**src/rtl/dma_rb_pkg.sv**
```systemverilog
package dma_rb_pkg;

  localparam logic [3:0] SL_BCNT  = 4'h0;
  localparam logic [3:0] SL_SRC   = 4'h1;
  localparam logic [3:0] SL_DST   = 4'h2;
  localparam logic [3:0] SL_NEXT  = 4'h3;
  localparam logic [3:0] SL_CTRL  = 4'h4;
  localparam logic [3:0] SL_PRIO  = 4'h6;
  localparam logic [3:0] SL_CDESC = 4'h7;
  localparam logic [3:0] SL_IMASK = 4'h8;
  localparam logic [3:0] SL_ISTAT = 4'hA;

  localparam int unsigned CB_SRC_LO   = 2;
  localparam int unsigned CB_DST_LO   = 4;
  localparam int unsigned CB_BURST_LO = 6;
  localparam int unsigned CB_CHAIN    = 9;
  localparam int unsigned CB_EN       = 12;
  localparam int unsigned CB_FETCH    = 13;
  localparam int unsigned CB_ACT      = 14;
  localparam int unsigned CB_PACK     = 16;
  localparam int unsigned CB_ABORT    = 20;
  localparam int unsigned CB_SAMP_LO  = 22;

  typedef struct packed {
    logic [2:0] sample;
    logic       pack;
    logic       en;
    logic       chain;
    logic [2:0] burst;
    logic [1:0] dst_mode;
    logic [1:0] src_mode;
  } ctrl_t;

  function automatic ctrl_t ctrl_from_word(input logic [31:0] w);
    ctrl_t c;
    c.sample   = w[CB_SAMP_LO +: 3];
    c.pack     = w[CB_PACK];
    c.en       = w[CB_EN];
    c.chain    = w[CB_CHAIN];
    c.burst    = w[CB_BURST_LO +: 3];
    c.dst_mode = w[CB_DST_LO +: 2];
    c.src_mode = w[CB_SRC_LO +: 2];
    return c;
  endfunction

  function automatic logic [31:0] ctrl_to_word(input ctrl_t c);
    logic [31:0] w;
    w = '0;
    w[CB_SAMP_LO +: 3]  = c.sample;
    w[CB_PACK]          = c.pack;
    w[CB_EN]            = c.en;
    w[CB_CHAIN]         = c.chain;
    w[CB_BURST_LO +: 3] = c.burst;
    w[CB_DST_LO +: 2]   = c.dst_mode;
    w[CB_SRC_LO +: 2]   = c.src_mode;
    return w;
  endfunction

endpackage

```
**src/rtl/dma_rb_rstsync.sv**
```systemverilog
module dma_rb_rstsync #(
  parameter int unsigned STAGES = 2
) (
  input  logic clk,
  input  logic arst_n,
  output logic rst_n_o
);
  logic [STAGES-1:0] sync_q;
  logic [STAGES-1:0] sync_d;

  always_comb sync_d = {sync_q[STAGES-2:0], 1'b1};

  always_ff @(posedge clk or negedge arst_n) begin
    if (!arst_n) sync_q <= '0;
    else         sync_q <= sync_d;
  end

  assign rst_n_o = sync_q[STAGES-1];
endmodule

```
**src/rtl/dma_rb_chan.sv**
```systemverilog
module dma_rb_chan
  import dma_rb_pkg::*;
#(
  parameter int unsigned DW     = 32,
  parameter int unsigned PRIO_W = 4
) (
  input  logic              clk,
  input  logic              rst_n,
  input  logic              wr_i,
  input  logic [3:0]        slot_i,
  input  logic [DW-1:0]     wdata_i,
  input  logic              done_i,
  input  logic              active_i,
  input  logic              cdesc_we_i,
  input  logic [DW-1:0]     cdesc_i,
  output logic [DW-1:0]     rd_o,
  output logic [DW-1:0]     bcnt_o,
  output logic [DW-1:0]     src_o,
  output logic [DW-1:0]     dst_o,
  output logic [DW-1:0]     next_o,
  output logic [DW-1:0]     cdesc_o,
  output logic [PRIO_W-1:0] prio_o,
  output ctrl_t             ctrl_o,
  output logic              fetch_o,
  output logic              abort_o,
  output logic              stat_o,
  output logic              mask_o
);
  logic [DW-1:0]     bcnt_q, bcnt_d, src_q, src_d, dst_q, dst_d;
  logic [DW-1:0]     next_q, next_d, cdesc_q, cdesc_d;
  logic [PRIO_W-1:0] prio_q, prio_d;
  ctrl_t             ctrl_q, ctrl_d;
  logic              fetch_q, fetch_d, abort_q, abort_d;
  logic              stat_q, stat_d, mask_q, mask_d;
  logic              ctrl_wr, fetch_req;

  assign ctrl_wr   = wr_i && (slot_i == SL_CTRL);
  assign fetch_req = ctrl_wr && wdata_i[CB_FETCH];

  // next-state
  always_comb begin
    bcnt_d  = bcnt_q;
    src_d   = src_q;
    dst_d   = dst_q;
    next_d  = next_q;
    cdesc_d = cdesc_q;
    prio_d  = prio_q;
    ctrl_d  = ctrl_q;
    mask_d  = mask_q;
    stat_d  = stat_q;
    fetch_d = 1'b0;
    abort_d = 1'b0;
    if (cdesc_we_i) cdesc_d = cdesc_i;
    if (wr_i) begin
      case (slot_i)
        SL_BCNT:  bcnt_d = wdata_i;
        SL_SRC:   src_d  = wdata_i;
        SL_DST:   dst_d  = wdata_i;
        SL_NEXT:  next_d = wdata_i;
        SL_CTRL: begin
          ctrl_d  = ctrl_from_word(wdata_i[31:0]);
          fetch_d = wdata_i[CB_FETCH];
          abort_d = wdata_i[CB_ABORT];
        end
        SL_PRIO:  prio_d = wdata_i[PRIO_W-1:0];
        SL_IMASK: mask_d = wdata_i[0];
        SL_ISTAT: if (!wdata_i[0]) stat_d = 1'b0;
        default: ;
      endcase
    end
    if (fetch_req) cdesc_d = next_q;
    if (done_i)    stat_d  = 1'b1;
  end

  // registers
  always_ff @(posedge clk or negedge rst_n) begin
    if (!rst_n) begin
      bcnt_q  <= '0;
      src_q   <= '0;
      dst_q   <= '0;
      next_q  <= '0;
      cdesc_q <= '0;
      prio_q  <= '0;
      ctrl_q  <= '0;
      mask_q  <= 1'b0;
      stat_q  <= 1'b0;
      fetch_q <= 1'b0;
      abort_q <= 1'b0;
    end else begin
      bcnt_q  <= bcnt_d;
      src_q   <= src_d;
      dst_q   <= dst_d;
      next_q  <= next_d;
      cdesc_q <= cdesc_d;
      prio_q  <= prio_d;
      ctrl_q  <= ctrl_d;
      mask_q  <= mask_d;
      stat_q  <= stat_d;
      fetch_q <= fetch_d;
      abort_q <= abort_d;
    end
  end

  // read mux for this channel
  always_comb begin
    rd_o = '0;
    case (slot_i)
      SL_BCNT:  rd_o = bcnt_q;
      SL_SRC:   rd_o = src_q;
      SL_DST:   rd_o = dst_q;
      SL_NEXT:  rd_o = next_q;
      SL_CTRL: begin
        rd_o[31:0]     = ctrl_to_word(ctrl_q);
        rd_o[CB_ACT]   = active_i;
        rd_o[CB_FETCH] = fetch_q;
        rd_o[CB_ABORT] = abort_q;
      end
      SL_PRIO:  rd_o[PRIO_W-1:0] = prio_q;
      SL_CDESC: rd_o = cdesc_q;
      SL_IMASK: rd_o[0] = mask_q;
      SL_ISTAT: rd_o[0] = stat_q;
      default: ;
    endcase
  end

  assign bcnt_o  = bcnt_q;
  assign src_o   = src_q;
  assign dst_o   = dst_q;
  assign next_o  = next_q;
  assign cdesc_o = cdesc_q;
  assign prio_o  = prio_q;
  assign ctrl_o  = ctrl_q;
  assign fetch_o = fetch_q;
  assign abort_o = abort_q;
  assign stat_o  = stat_q;
  assign mask_o  = mask_q;

  a_r6_fetch_one_shot: assert property (@(posedge clk) disable iff (!rst_n)
    fetch_q |-> $past(fetch_req));
  a_r6_fetch_loads_cdesc: assert property (@(posedge clk) disable iff (!rst_n)
    fetch_req |=> (cdesc_q == $past(next_q)));
  a_r7_abort_one_shot: assert property (@(posedge clk) disable iff (!rst_n)
    abort_q |-> $past(ctrl_wr && wdata_i[CB_ABORT]));
  a_r9_cdesc_read_only: assert property (@(posedge clk) disable iff (!rst_n)
    (!cdesc_we_i && !fetch_req) |=> $stable(cdesc_q));
  a_r10_clear_on_zero: assert property (@(posedge clk) disable iff (!rst_n)
    (wr_i && slot_i == SL_ISTAT && !wdata_i[0] && !done_i) |=> !stat_q);
  a_r11_event_wins: assert property (@(posedge clk) disable iff (!rst_n)
    done_i |=> stat_q);
endmodule

```
**src/rtl/dma_rb_irq.sv**
```systemverilog
module dma_rb_irq #(
  parameter int unsigned NCHAN = 2
) (
  input  logic             clk,
  input  logic             rst_n,
  input  logic [NCHAN-1:0] stat_i,
  input  logic [NCHAN-1:0] mask_i,
  output logic             irq_o
);
  logic [NCHAN-1:0] gated;

  for (genvar c = 0; c < NCHAN; c++) begin : g_gate
    assign gated[c] = stat_i[c] & mask_i[c];
  end

  assign irq_o = |gated;

  a_r12_masked_quiet: assert property (@(posedge clk) disable iff (!rst_n)
    (mask_i == '0) |-> !irq_o);
  a_r12_idle_quiet: assert property (@(posedge clk) disable iff (!rst_n)
    (stat_i == '0) |-> !irq_o);
endmodule

```
**src/rtl/dual_dma_regbank.sv**
```systemverilog
module dual_dma_regbank
  import dma_rb_pkg::*;
#(
  parameter int unsigned NCHAN  = 2,
  parameter int unsigned AW     = 8,
  parameter int unsigned DW     = 32,
  parameter int unsigned PRIO_W = 4
) (
  input  logic                clk,
  input  logic                rst_n,
  input  logic                bus_wr,
  input  logic                bus_rd,
  input  logic [AW-1:0]       bus_addr,
  input  logic [DW-1:0]       bus_wdata,
  output logic [DW-1:0]       bus_rdata,
  input  logic [NCHAN-1:0]    eng_done,
  input  logic [NCHAN-1:0]    eng_active,
  input  logic [NCHAN-1:0]    eng_cdesc_we,
  input  logic [NCHAN*DW-1:0] eng_cdesc,
  output logic [NCHAN-1:0]    ch_en,
  output logic [NCHAN-1:0]    ch_abort,
  output logic [NCHAN-1:0]    ch_fetch,
  output logic [NCHAN-1:0]    ch_chain,
  output logic [NCHAN-1:0]    ch_pack,
  output logic [NCHAN*2-1:0]  ch_src_mode,
  output logic [NCHAN*2-1:0]  ch_dst_mode,
  output logic [NCHAN*3-1:0]  ch_burst,
  output logic [NCHAN*3-1:0]  ch_sample,
  output logic [NCHAN*PRIO_W-1:0] ch_prio,
  output logic [NCHAN*DW-1:0] ch_bcnt,
  output logic [NCHAN*DW-1:0] ch_src,
  output logic [NCHAN*DW-1:0] ch_dst,
  output logic [NCHAN*DW-1:0] ch_next,
  output logic [NCHAN*DW-1:0] ch_cdesc,
  output logic                irq
);
  localparam int unsigned CH_LSB   = 2;
  localparam int unsigned CH_W     = 2;
  localparam int unsigned SLOT_LSB = CH_LSB + CH_W;

  logic             rst_s_n;
  logic [CH_W-1:0]  chan_idx;
  logic [3:0]       slot;
  logic             chan_ok;
  logic [DW-1:0]    rd_arr [NCHAN];
  logic [DW-1:0]    rd_mux;
  logic [DW-1:0]    rdata_q, rdata_d;
  logic [NCHAN-1:0] stat_v, mask_v;

  dma_rb_rstsync #(.STAGES(2)) u_rst (
    .clk(clk), .arst_n(rst_n), .rst_n_o(rst_s_n)
  );

  assign chan_idx = bus_addr[CH_LSB +: CH_W];
  assign slot     = bus_addr[SLOT_LSB +: 4];
  assign chan_ok  = int'(chan_idx) < NCHAN;

  for (genvar c = 0; c < NCHAN; c++) begin : g_ch
    ctrl_t ctl;
    logic  sel;
    assign sel = chan_ok && (chan_idx == CH_W'(c));

    dma_rb_chan #(.DW(DW), .PRIO_W(PRIO_W)) u_chan (
      .clk        (clk),
      .rst_n      (rst_s_n),
      .wr_i       (bus_wr && sel),
      .slot_i     (slot),
      .wdata_i    (bus_wdata),
      .done_i     (eng_done[c]),
      .active_i   (eng_active[c]),
      .cdesc_we_i (eng_cdesc_we[c]),
      .cdesc_i    (eng_cdesc[c*DW +: DW]),
      .rd_o       (rd_arr[c]),
      .bcnt_o     (ch_bcnt[c*DW +: DW]),
      .src_o      (ch_src[c*DW +: DW]),
      .dst_o      (ch_dst[c*DW +: DW]),
      .next_o     (ch_next[c*DW +: DW]),
      .cdesc_o    (ch_cdesc[c*DW +: DW]),
      .prio_o     (ch_prio[c*PRIO_W +: PRIO_W]),
      .ctrl_o     (ctl),
      .fetch_o    (ch_fetch[c]),
      .abort_o    (ch_abort[c]),
      .stat_o     (stat_v[c]),
      .mask_o     (mask_v[c])
    );

    assign ch_en[c]              = ctl.en;
    assign ch_chain[c]           = ctl.chain;
    assign ch_pack[c]            = ctl.pack;
    assign ch_src_mode[c*2 +: 2] = ctl.src_mode;
    assign ch_dst_mode[c*2 +: 2] = ctl.dst_mode;
    assign ch_burst[c*3 +: 3]    = ctl.burst;
    assign ch_sample[c*3 +: 3]   = ctl.sample;
  end

  always_comb begin
    rd_mux = '0;
    for (int c = 0; c < NCHAN; c++) begin
      if (chan_ok && (chan_idx == CH_W'(c))) rd_mux = rd_arr[c];
    end
  end

  always_comb rdata_d = bus_rd ? rd_mux : rdata_q;

  always_ff @(posedge clk or negedge rst_s_n) begin
    if (!rst_s_n) rdata_q <= '0;
    else          rdata_q <= rdata_d;
  end

  assign bus_rdata = rdata_q;

  dma_rb_irq #(.NCHAN(NCHAN)) u_irq (
    .clk(clk), .rst_n(rst_s_n), .stat_i(stat_v), .mask_i(mask_v), .irq_o(irq)
  );

  a_r3_bad_channel_reads_zero: assert property (@(posedge clk) disable iff (!rst_s_n)
    (bus_rd && !chan_ok) |=> (bus_rdata == '0));
  a_r2_rdata_holds: assert property (@(posedge clk) disable iff (!rst_s_n)
    !bus_rd |=> $stable(bus_rdata));
endmodule

```
**config.mk**
```make
export PLATFORM = sky130hd
export DESIGN_NAME = dual_dma_regbank
export DESIGN_NICKNAME = d
export VERILOG_FILES = /design/src/rtl/dma_rb_pkg.sv /design/src/rtl/dma_rb_rstsync.sv /design/src/rtl/dma_rb_chan.sv /design/src/rtl/dma_rb_irq.sv /design/src/rtl/dual_dma_regbank.sv
export SDC_FILE = /design/constraint.sdc
export NUM_CORES = 1
export LEC_CHECK = 0
export ABC_CLOCK_PERIOD_IN_PS = 30900
export BUFFER_PORTS_ARGS = -buffer_cell sky130_fd_sc_hd__buf_2
export CAP_MARGIN = 20
export CORE_ASPECT_RATIO = 2
export CORE_MARGIN = 5
export CORE_UTILIZATION = 40
export DETAILED_ROUTE_END_ITERATION = 8
export HOLD_SLACK_MARGIN = 0.08
export PLACE_DENSITY = 0.68
export SYNTH_ARGS = -nofsm -noshare
export SYNTH_HDL_FRONTEND = slang
export SYNTH_SLANG_ARGS = --single-unit
```
**constraint.sdc**
```tcl
create_clock -name clk -period 30.9 [get_ports clk]
set_input_delay 6.18 -clock clk [delete_from_list [all_inputs] [get_ports clk]]
set_output_delay 6.18 -clock clk [all_outputs]
set_load 0.03 [all_outputs]
```
==> qor.txt <==
STATUS
----------------------------------------------------------------------------------------
Result of the run                                                           finished clean

WORST SETUP PATH
----------------------------------------------------------------------------------------
Signal arrival time at the worst endpoint                                        9.25 ns
R2R Path End                                                                g_ch[0].u_chan.bcnt_o[1]$_DFFE_PN0P_
Biggest cell delay along the critical path                                       0.73 ns
Worst path most repeated cell                                                      buf_4
Slowest stage cell on the critical path                                            buf_4
Top cell family by delay on the critical path                               simple AND/OR/NAND/NOR gates
Register-to-register setup slack                                                27.77 ns
Length in cells of the worst reg-to-reg path                                           4
Critical Path Source Type                                                   primary input
Critical path buffers and inverters                                                    2
Launching point of the worst reg2reg path                                   u_rst.sync_q[1]$_DFF_PN0_
Crit path from                                                               bus_addr[5]
Crit end category                                                              flip-flop
Critical path peak fanout                                                             42
Data required time of the critical path                                         31.34 ns
Class of the most critical setup path                                       primary input to flip-flop
Ordered list of cells on the worst path                                     buf_4, buf_4, nand2b_1, nor2_1, a311oi_1, o221ai_1

PLACEMENT
----------------------------------------------------------------------------------------
Post-DP HPWL                                                                     51.1 mm
Port Buf Inserts                                                                     502
Worst setup slack after placement                                               21.52 ns
Cell count after placement                                                          2405
RD Place Congestion                                                                0.856

TIMING
----------------------------------------------------------------------------------------
Smallest setup slack after layout                                               22.09 ns
Final TNS setup                                                                     0 ns
Relative slew slack                                                                0.245
Final count of hold timing violations                                                  0
Post-layout minimum cycle time                                                   8.81 ns
Slew at the pin with the worst max-slew slack                                    1.13 ns
Worst clock skew on the final layout                                          0.00903 ns
Portion of the clock cycle consumed by the worst path in the final layout          0.285
# setup viols final                                                                    0
Setup repair after global routing missed its margin                                false
Final slew viol count                                                                  0
Max Clk Rate                                                                     113 MHz

SYNTHESIS
----------------------------------------------------------------------------------------
Share of flip-flops with an asynchronous set or reset                               1.00
Register bit total from synthesis                                                    396
Post-Syn Area                                                                  18500 µm²
Warnings from Yosys                                                                    0
Sequential cell area fraction in the yosys report                                  0.536
Net count of the mapped netlist                                                     1553
Yosys cell types                                                                      64
Instance count of the mapped netlist                                                1439
Synthesized area per cell                                                       12.9 µm²
Top flip-flop cell by instance count after synthesis                             dfrtp_1
Count of flip-flops with a built-in enable after synthesis                             0

PWR
----------------------------------------------------------------------------------------
Leakage dissipation                                                              11.5 nW
Fraction of power spent switching nets                                             0.347
Comb power frac                                                                    0.245
Internal power consumption                                                    0.000952 W
Part of the total power dissipated in the clock network                            0.318
Part of the total power dissipated in sequential elements                          0.438
Peak supply drop                                                                 51.7 µV
Net switching power figure                                                    0.000506 W
Power density relative to cell area                                          64.8 nW/µm²

DETAILED ROUTING
----------------------------------------------------------------------------------------
Routed length per placed instance                                                30.4 µm
Post-DRT Antenna Nets                                                                  0
Detailed-route DRC error count                                                         0
Aggregate routed wire length                                                     75.1 mm
Average vias per placed instance                                                    5.99
Iter 0 DRT Violations                                                                936
Router iterations before antenna repair                                                6
Via Count                                                                          14838

CELLS AND AREA
----------------------------------------------------------------------------------------
Filler-free cell count of the finished design                                       2476
Area overhead of the layout relative to synthesis                                  21.6%
Nets@finish                                                                         1995
Share of final-layout standard cells stronger than drive strength 1                0.483

CLOCK NETWORK
----------------------------------------------------------------------------------------
Clk Latency, worst-skew pair                                                     0.54 ns
CTS H-tree lvls                                                                        2
CTS Sinks                                                                            396
Hold-fix buffers, CTS                                                                  0
Number of post-CTS setup repair buffers                                                0
Clock slew at reported path FFs                                                  0.07 ns
Resized Gates After CTS                                                                0
TritonCTS buffer count                                                                37
Maximum buffer depth of the clock tree                                                 3
CTS tree                                                                             yes
Buffer cell driving the clock tree root                                        clkbuf_16

WORST HOLD PATH
----------------------------------------------------------------------------------------
Class of the tightest hold or removal check                                 flip-flop to asynchronous set/reset pin

GLOBAL ROUTE
----------------------------------------------------------------------------------------
Largest net degree at the start of global routing                                     78
Overall track demand over capacity in global routing                               0.288
Total global routing overflow                                                          0
Initial antenna violation count                                                        6
Number of global-route vias before repair                                          15605
Wire length of the first global-routing pass                                      108 mm

FLOORPLAN
----------------------------------------------------------------------------------------
CORE AREA                                                                      45800 µm²
Number of cell rows                                                                  111
Number of top-level pins                                                             505
Starting Density                                                                   0.404
Height of the die                                                                 314 µm
Die width                                                                         162 µm
Area of the die                                                                50900 µm²

RUN
----------------------------------------------------------------------------------------
Number of max-cap violations                                                           0

layer usage:
metal | vias to the layer above | track usage | routed length (µm)
met4 | 0 | 0.154 | 4660
met5 | - | 0 | 0
met2 | 820 | 0.496 | 38000
li1 | 6206 | - | -
met3 | 209 | 0.0512 | 5040
met1 | 7603 | 0.340 | 27500
cells in the mapped netlist, types with 5 or more instances:
cell type  count  area, µm²
clkbuf_1      26       97.6
a22oi_1       51        383
o221ai_1      22        193
inv_1          9       33.8
and2_1         6       37.5
nand3_1        7       35.0
nor2_1        67        251
a32oi_1        8       70.1
o22ai_2        5       62.6
o21a_1        16        120
a221oi_1       9       78.8
buf_6         14        158
mux2i_1      123       1230
buf_4         15        113
a21oi_1       56        280
a31oi_1        7       43.8
a22o_1         9       78.8
buf_2         54        270
nand2_1       55        206
mux2_2       281       3160
o21ai_0       55        275
o21bai_1       5       37.5
mux4_2        19        428
mux2_1        11        124
o22ai_1       30        188
buf_1         16       60.1
dfrtp_1      396       9910
flip-flops by register name, summed over array words and instances (netlist names):
register	flops
bus_rdata	32
g_ch.u_chan.abort_o	2
g_ch.u_chan.bcnt_o	64
g_ch.u_chan.cdesc_o	64
g_ch.u_chan.ctrl_o	26
g_ch.u_chan.dst_o	64
g_ch.u_chan.fetch_o	2
g_ch.u_chan.mask_o	2
g_ch.u_chan.next_o	64
g_ch.u_chan.prio_o	8
g_ch.u_chan.src_o	64
g_ch.u_chan.stat_o	2
u_rst.sync_q	2
cell families after synthesis:
logic type,after synthesis,share of synthesized area
AO/OA/AOI/OAI,296,0.110
XOR/XNOR,1,0.000880
buffers and inverters,136,0.0402
flip-flops,396,0.536
multiplexers,434,0.267
other,1,0.000203
AND/OR/NAND/NOR,175,0.0459
cell type report:
type | instances | area, µm²
inverters | 10 | 37.5
clock inverters | 9 | 60.1
diodes | 5 | 12.5
clock buffers | 55 | 1140
well taps | 565 | 707
multi-input cells | 907 | 7870
flip-flops and latches | 396 | 9910
fillers | 4223 | 23300
repair buffers | 529 | 2760
per-stage QoR:
step | cell area (µm²) | utilization | hold WS (ns) | total power, W
2_1_floorplan | 18500 | - | 0.331 | 0.000867
3_3_place_gp | 21200 | 0.463 | 0.262 | 0.000995
3_5_place_dp | 21200 | 0.463 | 0.278 | 0.00100
4_1_cts | 22400 | 0.489 | 0.275 | 0.00147
5_1_grt | 22500 | 0.491 | 0.311 | 0.00151
6_report | 22500 | 0.491 | 0.253 | 0.00146
worst max path at each step:
stage | depth (start not counted) | endpoint | slack, ns
6_report | 6 | bus_rdata[2]$_DFFE_PN0P_ | 22.09
5_1_grt | 6 | bus_rdata[2]$_DFFE_PN0P_ | 21.95
4_1_cts | 6 | bus_rdata[2]$_DFFE_PN0P_ | 22.08
3_5_place_dp | 6 | bus_rdata[2]$_DFFE_PN0P_ | 21.52
3_3_place_gp | 6 | bus_rdata[2]$_DFFE_PN0P_ | 21.45
2_1_floorplan | 0 | bus_rdata[0]$_DFFE_PN0P_ | 19.05
placed cells by master (no fill, tap or decap), types with 6 or more instances in the layout:
master,instances
a21oi_1,56
a221oi_1,9
a22o_1,9
a22oi_1,51
a31oi_1,7
a32oi_1,8
and2_1,6
buf_2,500
buf_4,27
clkbuf_1,6
clkbuf_16,39
clkbuf_8,10
dfrtp_1,395
inv_1,9
mux2_1,11
mux2_2,281
mux2i_1,123
mux4_2,19
nand2_1,55
nand3_1,7
nor2_1,67
o21a_1,16
o21ai_0,55
o221ai_1,22
o22ai_1,30
power by group through the flow:
stage          combinational, W  sequential [W]  clock, W
6_report               0.000357        0.000638  0.000463
5_1_grt                0.000375        0.000646  0.000490
2_1_floorplan          0.000104        0.000763         0
3_3_place_gp           0.000353        0.000643         0
3_5_place_dp           0.000358        0.000646         0
4_1_cts                0.000359        0.000637  0.000472
(Power assumes the default switching activity.)
